==> src/rtl/wdfs_pkg.sv <==
// Shared types for the watchdog fail-safe controller.
package wdfs_pkg;
    // Reported operating mode; the encoding is visible on the top-level port.
    typedef enum logic [1:0] {
        MODE_SLEEP = 2'd0,
        MODE_AWAKE = 2'd1,
        MODE_FS    = 2'd2
    } wdfs_mode_e;
endpackage

==> src/rtl/wdfs_kick.sv <==
// Keep-alive detector: turns a pin toggle or a serial watchdog-bit toggle
// into a one-cycle kick. Assumes cmd_valid_i / cmd_wd_bit_i are already
// synchronous to clk; wd_pin_i may be asynchronous.
module wdfs_kick (
    input  logic clk,
    input  logic rst_n,
    input  logic wd_pin_i,
    input  logic cmd_valid_i,
    input  logic cmd_wd_bit_i,
    output logic kick_o
);
    logic pin_s1, pin_s2, pin_s3;
    logic ser_last;
    logic pin_tgl, ser_tgl;

    // Two-flop synchronizer plus one history flop for change detection.
    always_ff @(posedge clk) begin
        if (!rst_n) begin
            pin_s1 <= 1'b0;
            pin_s2 <= 1'b0;
            pin_s3 <= 1'b0;
        end else begin
            pin_s1 <= wd_pin_i;
            pin_s2 <= pin_s1;
            pin_s3 <= pin_s2;
        end
    end

    // Remember the watchdog bit of the most recent valid serial word.
    always_ff @(posedge clk) begin
        if (!rst_n) begin
            ser_last <= 1'b0;
        end else if (cmd_valid_i) begin
            ser_last <= cmd_wd_bit_i;
        end
    end

    // Either source changing value counts as a kick.
    always_comb begin
        pin_tgl = pin_s2 ^ pin_s3;
        ser_tgl = cmd_valid_i & (cmd_wd_bit_i ^ ser_last);
        kick_o  = pin_tgl | ser_tgl;
    end

    // A serial word repeating the stored bit must not kick.
    AST_SER_SAME_NO_KICK: assert property (@(posedge clk) disable iff (!rst_n)
        (cmd_valid_i && cmd_wd_bit_i == ser_last && pin_s2 == pin_s3) |-> !kick_o);
endmodule

==> src/rtl/wdfs_timer.sv <==
// Watchdog window counter. Counts while armed; a kick or a change of the
// divider select restarts it. Assumes BASE_TICKS >= 16 and a power of two.
module wdfs_timer #(
    parameter int BASE_TICKS = 256,
    parameter int DIV_W      = 2
) (
    input  logic             clk,
    input  logic             rst_n,
    input  logic             armed_i,
    input  logic             kick_i,
    input  logic [DIV_W-1:0] div_sel_i,
    output logic             timeout_o
);
    localparam int CNT_W = $clog2(BASE_TICKS);

    logic [CNT_W-1:0] cnt;
    logic [DIV_W-1:0] div_q;
    logic [CNT_W-1:0] limit_m1;
    logic             div_chg;

    // Window length minus one for the currently applied divider.
    always_comb begin
        limit_m1  = CNT_W'((BASE_TICKS >> div_q) - 1);
        div_chg   = (div_sel_i != div_q);
        timeout_o = armed_i && !kick_i && !div_chg && (cnt == limit_m1);
    end

    // Register the divider so the limit and the restart change together.
    always_ff @(posedge clk) begin
        if (!rst_n) begin
            div_q <= '0;
        end else begin
            div_q <= div_sel_i;
        end
    end

    // Window count: cleared when idle, kicked or re-divided.
    always_ff @(posedge clk) begin
        if (!rst_n) begin
            cnt <= '0;
        end else if (!armed_i || kick_i || div_chg || timeout_o) begin
            cnt <= '0;
        end else begin
            cnt <= cnt + 1'b1;
        end
    end

    AST_CNT_BOUND: assert property (@(posedge clk) disable iff (!rst_n)
        cnt <= limit_m1);
    AST_KICK_RESTARTS: assert property (@(posedge clk) disable iff (!rst_n)
        kick_i |=> cnt == '0);
endmodule

==> src/rtl/wdfs_mode.sv <==
// Mode sequencer: arming, fail-safe entry, and the wake-dependent exit.
// Assumes wake_i, hold_i and fs_en_i are synchronous to clk.
module wdfs_mode
    import wdfs_pkg::*;
(
    input  logic       clk,
    input  logic       rst_n,
    input  logic       wake_i,
    input  logic       hold_i,
    input  logic       fs_en_i,
    input  logic       timeout_i,
    output logic       armed_o,
    output wdfs_mode_e mode_o
);
    logic wake_q, hold_q;
    logic armed, fs_act, woke;
    logic arm_evt, asleep, exit_ok;

    // Rising-edge, sleep and exit conditions.
    always_comb begin
        arm_evt = (wake_i & ~wake_q) | (hold_i & ~hold_q);
        asleep  = ~wake_i & ~hold_i;
        exit_ok = woke ? asleep : ~hold_i;
    end

    // Input history for edge detection.
    always_ff @(posedge clk) begin
        if (!rst_n) begin
            wake_q <= 1'b0;
            hold_q <= 1'b0;
        end else begin
            wake_q <= wake_i;
            hold_q <= hold_i;
        end
    end

    // Armed / fail-safe / wake-seen state transitions.
    always_ff @(posedge clk) begin
        if (!rst_n) begin
            armed  <= 1'b0;
            fs_act <= 1'b0;
            woke   <= 1'b0;
        end else if (!fs_en_i) begin
            armed  <= 1'b0;
            fs_act <= 1'b0;
            woke   <= 1'b0;
        end else if (fs_act) begin
            if (exit_ok) begin
                fs_act <= 1'b0;
                woke   <= 1'b0;
            end
        end else if (asleep) begin
            armed <= 1'b0;
            woke  <= 1'b0;
        end else if (armed && timeout_i) begin
            fs_act <= 1'b1;
            armed  <= 1'b0;
        end else begin
            if (arm_evt) armed <= 1'b1;
            if (armed && wake_i) woke <= 1'b1;
        end
    end

    // Reported mode.
    always_comb begin
        armed_o = armed;
        if (fs_act)      mode_o = MODE_FS;
        else if (asleep) mode_o = MODE_SLEEP;
        else             mode_o = MODE_AWAKE;
    end

    AST_FS_NEEDS_ARM: assert property (@(posedge clk) disable iff (!rst_n)
        $rose(fs_act) |-> $past(armed));
    AST_FS_HELD: assert property (@(posedge clk) disable iff (!rst_n)
        (fs_act && fs_en_i && hold_i) |=> fs_act);
    AST_STRAP_OFF: assert property (@(posedge clk) disable iff (!rst_n)
        !fs_en_i |=> (!fs_act && !armed));
    AST_SLEEP_DISARM: assert property (@(posedge clk) disable iff (!rst_n)
        (asleep && !fs_act) |=> !armed);
endmodule

==> src/rtl/wdfs_outmux.sv <==
// Final channel enable selection from the mode and the direct commands.
module wdfs_outmux
    import wdfs_pkg::*;
#(
    parameter int            NUM_HS     = 4,
    parameter int            NUM_LS     = 8,
    parameter logic [NUM_HS-1:0] FS_HS_MASK = 4'b0101
) (
    input  wdfs_mode_e        mode_i,
    input  logic [NUM_HS-1:0] hs_dir_i,
    input  logic              ls_dir_i,
    output logic [NUM_HS-1:0] hs_en_o,
    output logic [NUM_LS-1:0] ls_en_o
);
    logic awake, fs;

    // Decode the mode once for all channels.
    always_comb begin
        awake = (mode_i == MODE_AWAKE);
        fs    = (mode_i == MODE_FS);
    end

    for (genvar i = 0; i < NUM_HS; i++) begin : g_hs
        // Fixed fail-safe pattern, else the channel's own direct input.
        assign hs_en_o[i] = fs ? FS_HS_MASK[i] : (awake & hs_dir_i[i]);
    end

    for (genvar j = 0; j < NUM_LS; j++) begin : g_ls
        // All low-side channels share one direct input; off in fail-safe.
        assign ls_en_o[j] = awake & ls_dir_i;
    end
endmodule

==> src/rtl/wdfs_ctrl.sv <==
// Watchdog fail-safe controller top: kick detection, window timer, mode
// sequencer and output selection for a 4 high-side / 8 low-side driver.
module wdfs_ctrl
    import wdfs_pkg::*;
#(
    parameter int BASE_TICKS = 256,
    parameter int NUM_HS     = 4,
    parameter int NUM_LS     = 8,
    parameter int DIV_W      = 2
) (
    input  logic              clk,
    input  logic              rst_n,
    input  logic              wake_i,
    input  logic              hold_i,
    input  logic              fs_en_i,
    input  logic              wd_pin_i,
    input  logic              cmd_valid_i,
    input  logic              cmd_wd_bit_i,
    input  logic [DIV_W-1:0]  div_sel_i,
    input  logic [NUM_HS-1:0] hs_dir_i,
    input  logic              ls_dir_i,
    output logic [NUM_HS-1:0] hs_en_o,
    output logic [NUM_LS-1:0] ls_en_o,
    output logic [1:0]        mode_o
);
    localparam logic [NUM_HS-1:0] FS_MASK = NUM_HS'(4'b0101);

    logic       kick, armed, timeout;
    wdfs_mode_e mode;

    wdfs_kick u_kick (
        .clk          (clk),
        .rst_n        (rst_n),
        .wd_pin_i     (wd_pin_i),
        .cmd_valid_i  (cmd_valid_i),
        .cmd_wd_bit_i (cmd_wd_bit_i),
        .kick_o       (kick)
    );

    wdfs_timer #(.BASE_TICKS(BASE_TICKS), .DIV_W(DIV_W)) u_timer (
        .clk       (clk),
        .rst_n     (rst_n),
        .armed_i   (armed),
        .kick_i    (kick),
        .div_sel_i (div_sel_i),
        .timeout_o (timeout)
    );

    wdfs_mode u_mode (
        .clk       (clk),
        .rst_n     (rst_n),
        .wake_i    (wake_i),
        .hold_i    (hold_i),
        .fs_en_i   (fs_en_i),
        .timeout_i (timeout),
        .armed_o   (armed),
        .mode_o    (mode)
    );

    wdfs_outmux #(.NUM_HS(NUM_HS), .NUM_LS(NUM_LS), .FS_HS_MASK(FS_MASK)) u_mux (
        .mode_i   (mode),
        .hs_dir_i (hs_dir_i),
        .ls_dir_i (ls_dir_i),
        .hs_en_o  (hs_en_o),
        .ls_en_o  (ls_en_o)
    );

    assign mode_o = mode;

    AST_FS_PATTERN: assert property (@(posedge clk) disable iff (!rst_n)
        (mode_o == 2'd2) |-> (hs_en_o == FS_MASK && ls_en_o == '0));
    AST_SLEEP_DARK: assert property (@(posedge clk) disable iff (!rst_n)
        (mode_o == 2'd0) |-> (hs_en_o == '0 && ls_en_o == '0));
endmodule

==> config.mk <==
export PLATFORM = sky130hd
export DESIGN_NAME = wdfs_ctrl
export DESIGN_NICKNAME = d
export VERILOG_FILES = /design/src/rtl/wdfs_pkg.sv /design/src/rtl/wdfs_kick.sv /design/src/rtl/wdfs_timer.sv /design/src/rtl/wdfs_mode.sv /design/src/rtl/wdfs_outmux.sv /design/src/rtl/wdfs_ctrl.sv
export SDC_FILE = /design/constraint.sdc
export NUM_CORES = 1
export LEC_CHECK = 0
export BUFFER_PORTS_ARGS = -buffer_cell sky130_fd_sc_hd__clkbuf_2
export CORE_MARGIN = 4
export CORE_UTILIZATION = 45
export DETAILED_ROUTE_END_ITERATION = 12
export GPL_TIMING_DRIVEN = 0
export PLACE_DENSITY = 0.74
export SLEW_MARGIN = 10
export SYNTH_ARGS = -nofsm -noshare
export SYNTH_HDL_FRONTEND = slang
export SYNTH_HIERARCHICAL = 1
export SYNTH_SLANG_ARGS = --single-unit
==> constraint.sdc <==
create_clock -name clk -period 1.93 [get_ports clk]
set_input_delay 0.4825 -clock clk [delete_from_list [all_inputs] [get_ports clk]]
set_output_delay 0.4825 -clock clk [all_outputs]
set_load 0.005 [all_outputs]
==> results.md <==
* Status: finished clean
* Die ar. at 2830 um2
* Crit share post-route at 0.976
* TritonCTS Buffers at 3
* R2r setup slk at 0.14 ns
* Area Growth Syn to Fin at 25.6%
* Synth Net Count at about 120
* Mean Syn Cell Area at 9.28 um2
* Synth cell types at 29
* Least-Margin Pin Slew at 0.349 ns
* Worst hold-check path type: input pin to flop
* First-pass GRT wire length at around 2.8 mm
* Slowest CP cell: nor2_2
* WL final at about 1.8 mm
* Port-buffer cells at 28
* TritonCTS Sinks at 19
* Max Cap Viol at 0
* WP data required at roughly 1.5 ns
* Placed Cells at about 150
* #FFs+latches synth at 19
* Pin count of the biggest net entering global routing at 12
* WS Path Type: input pin to output pin
* Vias in the first global route at about 660
* Post-synthesis sequential area ratio at 0.414
* Clock latency on the worst-skew pair at approximately 0.3 ns
* Post-Syn Instances at 99
* Largest vdd supply drop at 0.416 mV
* Row count at 16
* Core Footprint at between 1500 and 2000 um2
* Clock transition at the registers of the reported paths at about 0.11 ns
* R2R depth at 8
* Final ANT Viol Nets at 0
* Width of the die at ~53 um
* Clock Skew at around 0.0074 ns
* CP max FO at 4
* Final Hold Fails at 0
* Relative slew slack at 0.767
* Crit path cell chain: clkbuf_2, nor2_2, nor2_4, nor2b_4, buf_4, a21o_1, clkbuf_2
* Hold Startpoint: wd_pin_i
* Worst r2r src: u_timer/cnt[0]
* Fin nets at roughly 150
* Layout cell share with drive strength beyond 1 at 0.394
* Pwr Total at 0.000706 W
* Antenna diodes at 0
* Hold buffer count at CTS at 0
* Pre-CTS setup slack at -0.136 ns
* Crit path DAT at 1.40 ns
* EDFF count, synth at 0
* Static Leak at 0.508 nW
* Initial antenna violation count at 0
* Post-Layout Cell Count at between 150 and 200
* Synth Warn # at 6
* Fmax at 531 MHz
* GP Congestion at 0.796
* Drt pass-1 iters at 3
* IO Pins at 29
* Max Transition Viols Final at 0
* Max incr delay on CP at roughly 0.22 ns
* GRT Total Usage at 0.133
* RSZ-0062 raised after global routing: true
* Endpoints failing setup at 0
* Share of the core filled with cells at 0.594
* Crit end category: output pin
* Power per standard cell area at just over 600 nW/um2
* Worst Hold End: u_kick/pin_s1
* Remaining global-route overflow at 0
* Mapped Area at 918 um2
* Reg2reg end: u_mode/woke
* Post-Layout Inst Area at about 1200 um2
* Maximum clock path buffer count at 2
* Via Count at 767
* WHS Path Cells at 2
* Placement Cell Area at approximately 1100 um2
* CTS tree: yes
* Ys async rst share at 0
* Root Buffer: clkbuf_4
* DR vias/cell at approximately 4.8
* DP HPWL at 1.38 mm
* Worst setup SP type: input pin
* Min Tclk post-route at about 1.9 ns
* DRC at 0
* DR WL/cell at 11.2 um
* Initial core utilization at 0.473
* Predominant post-synthesis flop cell: dfxtp_1
* Starting DRT DRC Count at 7
* Most common cell on crit path: clkbuf_2
* H-tree depth at 1
* Final worst slack at approximately 0.047 ns
* Die Height at about 53 um
-- metrics by stage --
stage | hold WS (ns) | TNS, ns
after floorplan | 0.412 | 0
after global placement | 0.418 | -0.600
after detailed placement | 0.423 | -0.929
after CTS | 0.363 | 0
after global routing | 0.362 | -0.00596
final | 0.372 | 0
-- timing repair --
action	in CTS	in global routing
gates resized for setup	5	4
setup endpoints to repair	8	10
cloned	0	0
setup buffers	0	1
pin swaps	0	1
-- power breakdown --
| group | leakage (nW) | internal, W | switching [W] |
|---|---|---|---|
| Combinational | 0.334 | 0.0000586 | 0.0000405 |
| Sequential | 0.156 | 0.000401 | 0.00000649 |
| Clock | 0.0177 | 0.0000773 | 0.000123 |
| Total | 0.508 | 0.000536 | 0.000170 |
-- cell type report --
cell class,count,area [um2]
multi-input cells,71,497
repair buffers,29,148
plain buffers,8,60.1
well taps,27,33.8
clock inverters,1,5.00
inverters,1,3.75
fillers,187,788
flip-flops and latches,19,384
clock buffers,3,22.5
-- Yosys cell counts, types with 3 or more instances --
master	n	area, um2
nand3_1	3	15.0
a21oi_1	3	15.0
and2_1	9	56.3
xnor2_1	5	43.8
a21o_1	3	22.5
nand2_1	5	18.8
nor2_1	7	26.3
buf_4	8	60.1
xor2_1	5	43.8
dfxtp_1	19	380
nor3_1	8	40.0
nand2b_1	3	18.8
-- layout by cell type (no fill, tap or decap), drive strengths merged, types with 2 or more instances in the layout --
cell and count:
a21oi 4, xnor2 5, nor2b 4, a21o 3, nor2 7, nor3 8
o21ai 2, xor2 5, and4 2, a31oi 2, buf 9, and2 10
clkbuf 31, nand2 5, dfxtp 19, nand2b 3, nand3 3
-- kinds of logic after synthesis --
logic type | after synthesis | synth area share
fa+ha+maj | 1 | 0.0136
compound gates | 12 | 0.0913
buf+inv | 9 | 0.0695
flops | 19 | 0.414
simple gates | 47 | 0.305
xor+xnor | 10 | 0.0954
mux | 1 | 0.0109
-- worst max-delay path, delay by kind of cell --
family	cells	cell delay (ns)
buf+inv	3	0.35
simple gates	3	0.40
compound gates	1	0.16
-- flip-flops by register name, summed over array words and instances, names as in the netlist --
signal           cells
u_mode/woke          1
u_kick/pin_s3        1
u_mode/armed_o       1
u_kick/pin_s2        1
u_kick/ser_last      1
u_mode/wake_q        1
u_mode/fs_act        1
u_mode/hold_q        1
u_kick/pin_s1        1
u_timer/div_q        2
u_timer/cnt          8
-- layer usage --
layer / part of all wire / GRT usage / vias to the layer above
li1: - / - / 397
met1: 0.41 / 0.150 / 359
met2: 0.54 / 0.233 / 11
met3: 0.048 / 0.0535 / 0
met4: 0 / 0.0298 / 0
met5: 0 / 0 / -
-- worst max path at each step --
stage	start	end	slack [ns]	depth (start not counted)
after floorplan	hold_i	ls_en_o[1]	0.15	5
after global placement	wake_i	ls_en_o[7]	-0.09	7
after global routing	u_mode/fs_act	ls_en_o[2]	-0.005	5
after detailed placement	wake_i	ls_en_o[4]	-0.14	7
after CTS	u_mode/fs_act	ls_en_o[4]	0.005	5
final	hold_i	hs_en_o[0]	0.05	7
No activity file was read; power rests on OpenSTA's default activity.
